**src/rtl/mdio_master.sv**
```systemverilog
module mdio_master #(
  parameter int DIV_W = 8
) (
  input  logic             clk,
  input  logic             rst_n,
  input  logic             cfg_wr,
  input  logic [DIV_W-1:0] cfg_div,
  input  logic             cfg_nopre,
  input  logic             cmd_wr,
  input  logic [31:0]      cmd_word,
  input  logic             done_clr,
  output logic             mdc,
  output logic             mdio_o,
  output logic             mdio_oe,
  input  logic             mdio_i,
  output logic [15:0]      rd_data,
  output logic             done
);

  localparam logic [5:0] LAST_IDX = 6'd63;
  localparam logic [5:0] TA_IDX   = 6'd46;
  localparam logic [5:0] DATA_IDX = 6'd48;

  logic [DIV_W-1:0] div_q, cnt;
  logic             nopre_q, busy, mdc_q;
  logic [5:0]       idx;
  logic [31:0]      cmd_q;
  logic [15:0]      rd_sh;

  wire is_rd = (cmd_q[29:28] == 2'b10);
  wire tick  = busy && (cnt == div_q - DIV_W'(1));

  assign mdc     = mdc_q;
  assign mdio_oe = busy && !(is_rd && idx >= TA_IDX);
  assign mdio_o  = busy && (idx[5] ? cmd_q[~idx[4:0]] : 1'b1);

  always_ff @(posedge clk or negedge rst_n) begin
    if (!rst_n) begin
      div_q   <= '0;
      nopre_q <= 1'b0;
      busy    <= 1'b0;
      cnt     <= '0;
      mdc_q   <= 1'b0;
      idx     <= '0;
      cmd_q   <= '0;
      rd_sh   <= '0;
      rd_data <= '0;
      done    <= 1'b0;
    end else begin
      if (done_clr) done <= 1'b0;
      if (!busy) begin
        if (cfg_wr) begin
          div_q   <= cfg_div;
          nopre_q <= cfg_nopre;
        end
        if (cmd_wr && div_q != '0) begin
          busy  <= 1'b1;
          cnt   <= '0;
          mdc_q <= 1'b0;
          idx   <= nopre_q ? 6'd32 : 6'd0;
          cmd_q <= cmd_word;
        end
      end else if (tick) begin
        cnt   <= '0;
        mdc_q <= ~mdc_q;
        if (!mdc_q) begin
          if (is_rd && idx >= DATA_IDX) rd_sh <= {rd_sh[14:0], mdio_i};
        end else if (idx == LAST_IDX) begin
          busy <= 1'b0;
          done <= 1'b1;
          if (is_rd) rd_data <= rd_sh;
        end else begin
          idx <= idx + 6'd1;
        end
      end else begin
        cnt <= cnt + DIV_W'(1);
      end
    end
  end

endmodule

```
**config.mk**
```make
export PLATFORM = sky130hd
export DESIGN_NAME = mdio_master
export DESIGN_NICKNAME = d
export VERILOG_FILES = /design/src/rtl/mdio_master.sv
export SDC_FILE = /design/constraint.sdc
export NUM_CORES = 1
export LEC_CHECK = 0
export ABC_AREA = 0
export BUFFER_PORTS_ARGS = -buffer_cell sky130_fd_sc_hd__buf_2
export CAP_MARGIN = 15
export CORE_MARGIN = 5
export CORE_UTILIZATION = 57
export CTS_CLUSTER_SIZE = 30
export DETAILED_ROUTE_END_ITERATION = 7
export PLACE_DENSITY = 0.82
export SLEW_MARGIN = 10
export SYNTH_ARGS = -nofsm -noshare
export SYNTH_HDL_FRONTEND = slang
export SYNTH_SLANG_ARGS = --single-unit
```
**constraint.sdc**
```tcl
create_clock -name clk -period 3.19 [get_ports clk]
set_input_delay 0.319 -clock clk [delete_from_list [all_inputs] [get_ports clk]]
set_output_delay 0.319 -clock clk [all_outputs]
set_load 0.01 [all_outputs]
```
## Word level (Yosys, flattened, before mapping)

Cells that the tools add are included.

- Bits of input ports: 47
- Output and inout bits: 20
- Register bits: 90

- Eq/ne operators: 6
- Reduce and logical (&&, ||, !) cells: 15
- Muxes and demuxes: 25
- Order comparisons: 3
- Bitwise logic cells: 3
- Add/subtract/negate cells: 3

Operators with widths:

| cell | number |
|---|---|
| $mux W6 | 6 |
| $mux W8 | 3 |
| $mux W1 | 15 |
| $ge A6 B6 Y1 const B | 2 |
| $add A8 B1 Y8 const B | 1 |
| $eq A8 B8 Y1 | 1 |
| $reduce_and A4 Y1 | 2 |
| $reduce_bool A8 Y1 | 1 |
| $sub A8 B1 Y8 const B | 1 |
| $add A6 B1 Y6 const B | 1 |
| $eq A6 B6 Y1 const B | 1 |
| $logic_and A1 B1 Y1 | 6 |
| $lt A5 B6 Y1 const B | 1 |
| $reduce_and A2 Y1 | 3 |
| $bmux W1 S5 | 1 |
| $not A5 Y5 | 1 |
| $reduce_and A5 Y1 | 1 |
| $ne A2 B1 Y1 const B | 2 |
| $eq A2 B2 Y1 const B | 1 |
| $ne A2 B2 Y1 const B | 1 |
| $not A1 Y1 | 2 |
| $reduce_bool A2 Y1 | 1 |
| $logic_not A1 Y1 | 1 |

## Logic depth before layout (Yosys ltp)

Gate-level depths: netlist of the first run.

- Depth after elaboration: 5
- Gate-level depth with buffers: 11
- Depth with buffers taken out: 8

## Worst setup path before layout of the first run

OpenSTA, ideal clock, no wires.

- Kind: register to register
- Start point: register div_q[0]
- End point: register rd_sh[10]
- Library setup time: 0.125 ns
- Cell stages (with the launch flop): 12
- Slack: 0.412 ns
- Arrival time: 2.653 ns
- Cells stage by stage: dfrtp_1 inv_1 ha_1 nor2b_1 or3_1 a31o_1 or2_1 buf_6 or3_1 buf_6 buf_6 mux2_4

- Word-level cells in the longest chain between the ends: 4

Ends and longest elaborated chain:

| item | line | source |
|---|---|---|
| start, declared | 24 | `logic [DIV_W-1:0] div_q, cnt;` |
| start signal, assigned | 53 | `div_q <= cfg_div;` |
| $sub A8 B1 Y8 | 31 | `wire tick = busy && (cnt == div_q - DIV_W'(1));` |
| $eq A8 B8 Y1 | 31 |  |
| $logic_and A1 B1 Y1 | 31 |  |
| $reduce_and A4 Y1 (no source line) | n/a |  |
| end signal, assigned | 67 | `if (is_rd && idx >= DATA_IDX) rd_sh <= {rd_sh[14:0], mdio_i};` |
| end, declared | 28 | `logic [15:0] rd_sh;` |

Every way passes these cells.
A chain may end at the register's enable or synchronous reset.

## Final worst setup path of the first run

Same ends and word-level chain as after synthesis.

==> metrics.md, run 1 <==
| Metric | Value |
|---|---|
| Status | finished, final reports clean |
| H-tree levels | 3 |
| FF-to-FF Start | div_q[0]$_DFFE_PN0P_ |
| Max_cap viols | 0 |
| Sw Pwr | around 0.85 mW |
| Synth top area share | 0.505 |
| Num CTS Buffers | 9 |
| Mean Syn Cell Area | around 13 um2 |
| Hold_sp | done_clr |
| Required time of the critical path | 3.45 ns |
| Post-DR vias/cell | 5.72 |
| Detailed Routing Iterations Pass 1 | 4 |
| Fin crit share | 0.916 |
| Port Buffer Count | 66 |
| Worst-Margin Slew | between 0.8 and 0.9 ns |
| Netlist cell types | 52 |
| Max_slew headroom | 0.421 |
| Setup_tns | 0 ns |
| Combinational family with the most area after synthesis | multiplexers |
| Primary FF master, synth | dfrtp_1 |
| Via count of the first global-routing pass | 3088 |
| Die Ht | 98.4 um |
| Die area | 9680 um2 |
| Leak Pwr | 2.51 nW |
| Drt wl/cell | 16.7 um |
| Die span in x | 98.4 um |
| GRT overflow | 0 |
| CP Max Fanout | 16 |
| Hold WS | 0.106 ns |
| RSZ-0062 raised after global routing | no |
| Comb pwr share | 0.194 |
| Root Buffer | clkbuf_8 |
| Number of cells after detailed placement | 508 |
| P&R area growth vs syn | 14.7% |
| Ys Warns | 0 |
| Largest net degree at the start of global routing | 45 |
| Number of diodes | 0 |
| CTS tree | done |
| Pint | 2.06 mW |
| Hpwl dp | 6.16 mm |
| R2r setup slk | 0.27 ns |
| Count of cells resized by post-cts repair | 0 |
| Vias | roughly 3000 |
| CP Launch Type | register |
| Post-CTS Hold Fix Bufs | 1 |
| XOR/XNOR share of the synthesized area | 0.0177 |
| Hold Path Depth | 2 |
| # clock sinks | 90 |
| Gr usage total | 0.190 |
| Area contributors post-synth | dfrtp_1 (51%), mux2_2 (13%), mux2_4 (6.7%) |
| Final WL | just under 9 mm |
| Post-Synth Simple-Gate Area | 0.106 |
| Skew-Pair Late Insertion Delay | between 0.3 and 0.4 ns |
| Synthesized cell area | 4460 um2 |
| Number of synthesized register bits | 90 |
| Hold path endpoint | done$_DFF_PN0_ |
| Power, Total | just under 3 mW |
| # IOs | between 60 and 70 |
| DP Area | 4850 um2 |
| Num rows | 32 |
| Post-route ant nets | 0 |
| Initial antenna violation count | 0 |
| Postcts setup bufs | 0 |
| Commonest cells after routing, fill and taps aside | dfrtp_1 (90), buf_2 (65), mux2_2 (52), nand2_1 (26), mux2_4 (20) |
| Commonest non-fill, non-tap cell in the layout | dfrtp_1 |
| Hold Fails Final Rpt | 0 |
| Drc violations | 0 |
| Area leader, netlist | dfrtp_1 |
| Layout fillers | around 600 |
| EDFF count, synth | 0 |
| Crit. End Element | register |
| Crit Path Category | register to register |
| Fin crit period | 2.92 ns |
| Compound-gate portion of the synthesized area | 0.0775 |
| Clock share of power | 0.332 |
| Synthesized instance count | 354 |
| Post-route insts no fill | 525 |
| Max Slew Vio Count | 0 |
| Share of cells above drive strength 1 | 0.414 |
| Flop pwr share | 0.475 |
| Reg2reg path depth | 9 |
| Final instance area | 5110 um2 |
| Mux cell area share after synthesis | 0.245 |
| Post-layout nets | 470 |
| Hold crit path type | primary input to register |
| Synth Area in Adders | 0.0140 |
| Post-Syn Nets | 406 |
| Ys async rst share | 1.00 |
| Sequential element share of the synthesized area | 0.505 |
| Worst R2R End | rd_sh[10]$_DFFE_PN0P_ |
| Clock Skews | 0.0139 ns |
| Core ar. | 7690 um2 |
| Sw Ratio | 0.293 |
| Peak supply drop | between 0.3 and 0.4 mV |
| Crit path DAT | 3.18 ns |
| Initial core utilization | 0.580 |
| Highest Clock Rate | 342 MHz |
| Initial drt markers | 160 |
| PwrDens | 571 nW/um2 |
| Global-route wire length before repair | 14.8 mm |
| Clock-pin slew on the worst setup and hold paths | 0.10 ns |
| CTS Buffer Depth | 2 |
| Gpl congestion | 0.876 |
| Finish-stage setup viols | 0 |
## synthesized netlist by cell type, drive strengths merged, types with 2 or more instances
library cell   n
mux2i          5
nor2b          6
a31o           2
o221ai         4
nand2         26
nand4          2
a31oi          3
o211ai         9
or3            3
nor2          13
and3           6
a211oi         5
o21ai         11
a21oi          8
xnor2          6
nor3           6
nand2b         3
buf            8
or2            3
xor2           3
inv            8
nand3          6
or4            2
mux4           7
clkbuf        13
and3b          2
and2           3
dfrtp         90
mux2          72
ha             5
## per-layer routing
layer | vias up | wire (um) | GRT usage
li1 | 1413 | - | -
met1 | 1511 | 3800 | 0.239
met2 | 64 | 4430 | 0.318
met3 | 13 | 401 | 0.0467
met4 | 0 | 150 | 0.0704
met5 | - | 0 | 0
## area by class of cell
| cell class | instances | area [um2] | area share |
|---|---|---|---|
| repair buffers | 74 | 395 | 0.0774 |
| inverters | 8 | 30.0 | 0.00588 |
| clock buffers | 9 | 124 | 0.0242 |
| well taps | 102 | 128 | 0.0250 |
| multi-input cells | 235 | 2050 | 0.402 |
| clock inverters | 7 | 128 | 0.0250 |
| flip-flops and latches | 90 | 2250 | 0.441 |
## power by group through the flow
| stage | Combinational [mW] | Clock [mW] | Sequential (mW) |
|---|---|---|---|
| floorplan | 0.471 | 0 | 1.33 |
| global placement | 0.534 | 0 | 1.40 |
| detailed placement | 0.564 | 0 | 1.40 |
| CTS | 0.570 | 0.988 | 1.38 |
| global route | 0.640 | 1.04 | 1.41 |
| finish | 0.565 | 0.968 | 1.39 |
## worst max path at each step
| stage | cells past startpoint | slack (ns) | from | endpoint |
|---|---|---|---|---|
| floorplan | 11 | 0.41 | div_q[0]$_DFFE_PN0P_ | rd_sh[10]$_DFFE_PN0P_ |
| global placement | 9 | 0.41 | div_q[0]$_DFFE_PN0P_ | rd_sh[9]$_DFFE_PN0P_ |
| detailed placement | 9 | 0.31 | div_q[0]$_DFFE_PN0P_ | rd_sh[10]$_DFFE_PN0P_ |
| CTS | 9 | 0.28 | div_q[0]$_DFFE_PN0P_ | rd_sh[10]$_DFFE_PN0P_ |
| global route | 9 | 0.18 | div_q[0]$_DFFE_PN0P_ | rd_sh[10]$_DFFE_PN0P_ |
| finish | 9 | 0.27 | div_q[0]$_DFFE_PN0P_ | rd_sh[10]$_DFFE_PN0P_ |
## sequential cells by signal, indices dropped and copies added (netlist names)
signal   cells
busy         1
div_q        8
mdc          1
rd_sh       16
nopre_q      1
cnt          8
done         1
cmd_q       32
rd_data     16
idx          6
## worst max-delay path, stage by stage (launching register included)
cell and delay [ns]:
dfrtp_1 0.42, inv_1 0.10, ha_1 0.27, nor2b_1 0.15
or3_1 0.36, a31o_1 0.25, or2_1 0.34, or3_1 0.38
buf_4 0.23, mux2_4 0.32
## logic make-up (layout without fill, tap and decap cells)
kind of cell / count (synthesis) / in the layout
AO/OA/AOI/OAI: 50 / 50
flip-flops: 90 / 90
AND/OR/NAND/NOR: 87 / 87
XOR/XNOR: 9 / 9
adder cells (fa/ha/maj): 5 / 5
multiplexers: 84 / 84
buffers and inverters: 29 / 98
## through the flow
step | setup slack, ns | util
floorplan | 0.412 | -
global placement | 0.408 | 0.631
detailed placement | 0.310 | 0.631
CTS | 0.283 | 0.665
global route | 0.179 | 0.665
finish | 0.267 | 0.665
No activity file was read; power rests on OpenSTA's default activity.
==> inputs of run 2 (changes only) <==
--- a/config.mk
+++ b/config.mk
@@ -9,10 +9,11 @@
 export BUFFER_PORTS_ARGS = -buffer_cell sky130_fd_sc_hd__buf_2
 export CAP_MARGIN = 15
 export CORE_MARGIN = 5
-export CORE_UTILIZATION = 57
+export CORE_UTILIZATION = 59
+export CTS_BUF_LIST = sky130_fd_sc_hd__clkbuf_2
 export CTS_CLUSTER_SIZE = 30
 export DETAILED_ROUTE_END_ITERATION = 7
-export PLACE_DENSITY = 0.82
+export PLACE_DENSITY = 0.84
 export SLEW_MARGIN = 10
 export SYNTH_ARGS = -nofsm -noshare
 export SYNTH_HDL_FRONTEND = slang
==> run 2 against run 1 <==
First-iteration DRC count is 7.5% lower. Global-route usage is 1.1 points higher. Via count is 4.7% higher. Combinational power is 4.2% higher. Setup slack worse by 0.033 ns. Count of clock-buffer cells in the layout stayed put. Largest cell class unchanged.
==> metrics.md, run 2 (synthesis gave the netlist of run 1 again) <==
| Metric | Value |
|---|---|
| Status | finished, final reports clean |
| Drt wl/cell | 16.7 um |
| Initial drt markers | around 150 |
| Post-DR vias/cell | roughly 5.6 |
| Pint | 1.69 mW |
| Multi-input combinational cell area | 2050 um2 |
| CTS Buffer Depth | 2 |
| # IOs | 67 |
| Core ar. | 7290 um2 |
| Required time of the critical path | 3.64 ns |
| Leak Pwr | 2.63 nW |
| Sw Ratio | 0.334 |
| Global-route wire length before repair | 15.5 mm |
| Hold Fails Final Rpt | 0 |
| Clock-pin slew on the worst setup and hold paths | 0.28 ns |
| P&R area growth vs syn | 21.5% |
| Commonest cells after routing, fill and taps aside | dfrtp_1 (90), buf_2 (65), mux2_2 (52), dlygate4sd3_1 (44), nand2_1 (26) |
| Final worst slack | 0.234 ns |
| Register Area | roughly 2300 um2 |
| Fin crit share | 0.927 |
| Num rows | 31 |
| Crit. End Element | register |
| CTS tree | done |
| Port Buffer Count | 66 |
| Gpl congestion | 0.890 |
| Skew-Pair Late Insertion Delay | 0.55 ns |
| Comb pwr share | 0.232 |
| Die area | ~9400 um2 |
| Peak supply drop | 0.366 mV |
| Flop pwr share | 0.550 |
| Hold crit path type | primary input to asynchronous set/reset pin |
| Share of cells above drive strength 1 | 0.374 |
| Max Slew Vio Count | 0 |
| Initial core utilization | 0.611 |
| Crit path DAT | roughly 3.4 ns |
| Top Registers | cmd_q (32), rd_data (16), rd_sh (16) |
| Post-layout nets | 512 |
| Sw Pwr | 0.849 mW |
| Die Ht | 96.9 um |
| Max_slew headroom | 0.505 |
| Setup_tns | 0 ns |
| Post-route ant nets | 0 |
| Clock Skews | around 0.034 ns |
| Finish-stage setup viols | 0 |
| Highest Clock Rate | 338 MHz |
| Root Buffer | clkbuf_2 |
| Via count of the first global-routing pass | 3287 |
| Largest net degree at the start of global routing | 91 |
| Hold WS | 0.237 ns |
| Vias | 3141 |
| Initial antenna violation count | 0 |
| Detailed Routing Iterations Pass 1 | 4 |
| Register with the highest flop count | cmd_q |
| Layout fillers | 510 |
| CP Launch Type | register |
| Max reg flops | 32 |
| Commonest non-fill, non-tap cell in the layout | dfrtp_1 |
| Number of diodes | 0 |
| Post-Place Setup Slack | 0.310 ns |
| GRT overflow | 0 |
| Max_cap viols | 0 |
| PwrDens | between 400 and 500 nW/um2 |
| Worst-Margin Slew | 0.740 ns |
| R2r setup slk | around 0.23 ns |
| Drc violations | 0 |
| Final WL | 9.44 mm |
| CP Max Fanout | 16 |
| Num CTS Buffers | 9 |
| RSZ-0062 raised after global routing | no |
| Fin crit period | 2.96 ns |
| Hpwl dp | 6.14 mm |
| Die span in x | 96.9 um |
| Gr usage total | 0.201 |
| # clock sinks | 90 |
| H-tree levels | 3 |
| Crit Path Category | register to register |
| Clock share of power | 0.219 |
[run 2: changes by cell type in the layout (fill, tap and decap cells not counted), sizes merged]
cell         before  now
dlygate4sd3       1   44
bufinv            3    0
clkinv            0    2
buf              73   72
clkinvlp          0    1
[run 2: worst max-delay path: stages (launching register included)]
cell	delay, ns
dfrtp_1	0.49
inv_1	0.10
ha_1	0.27
nor2b_1	0.15
or3_1	0.35
a31o_1	0.24
or2_1	0.34
or3_1	0.38
buf_4	0.23
mux2_4	0.32
[run 2: what timing repair did]
action | in CTS | in global routing
hold buffers | 39 | 5
gates resized for setup | 0 | 0
buffers inserted | 0 | 0
hold endpoints to repair | 115 | 5
[run 2: area by class of cell]
type	instances	area share
Clock buffer	9	0.00832
Clock inverter	7	0.0125
Inverter	8	0.00555
Multi-Input combinational cell	235	0.380
Sequential cell	90	0.416
Tap cell	99	0.0229
Timing Repair Buffer	116	0.155
[run 2: power groups by stage]
| stage | combinational [mW] | sequential (mW) | clock, mW |
|---|---|---|---|
| 6_report | 0.589 | 1.40 | 0.556 |
| 4_1_cts | 0.579 | 1.40 | 0.570 |
| 5_1_grt | 0.655 | 1.42 | 0.622 |
| 2_1_floorplan | 0.471 | 1.33 | 0 |
| 3_5_place_dp | 0.539 | 1.42 | 0 |
| 3_3_place_gp | 0.523 | 1.41 | 0 |
[run 2: worst paths after layout]
kind | from | to | cells after the start
worst max-delay path | div_q[0]$_DFFE_PN0P_ | rd_sh[13]$_DFFE_PN0P_ | 9
worst min-delay path | rst_n | cmd_q[17]$_DFFE_PN0P_ | 2
worst max register to register | div_q[0]$_DFFE_PN0P_ | rd_sh[13]$_DFFE_PN0P_ | 9
worst min register to register | rd_data[14]$_DFFE_PN0P_ | rd_data[14]$_DFFE_PN0P_ | 1
max in group asynchronous | rst_n | div_q[1]$_DFFE_PN0P_ | 3
min in group clk | cmd_wr | idx[4]$_DFFE_PN0P_ | 5
[run 2: metal layers]
metal | routed length [um] | vias to the layer above | track usage
met4 | 70 | 0 | 0.0594
met1 | 3980 | 1554 | 0.254
li1 | - | 1495 | -
met2 | 4940 | 85 | 0.341
met5 | 0 | - | 0
met3 | 455 | 7 | 0.0496
[run 2: per-stage QoR]
step / instances / utilization / total power, mW / instance area [um2]
final: 564 / 0.742 / 2.54 / 5410
after global routing: 564 / 0.742 / 2.70 / 5410
after CTS: 558 / 0.731 / 2.55 / 5330
after detailed placement: 503 / 0.662 / 1.96 / 4830
after global placement: 503 / 0.662 / 1.93 / 4830
after floorplan: 354 / - / 1.80 / 4460
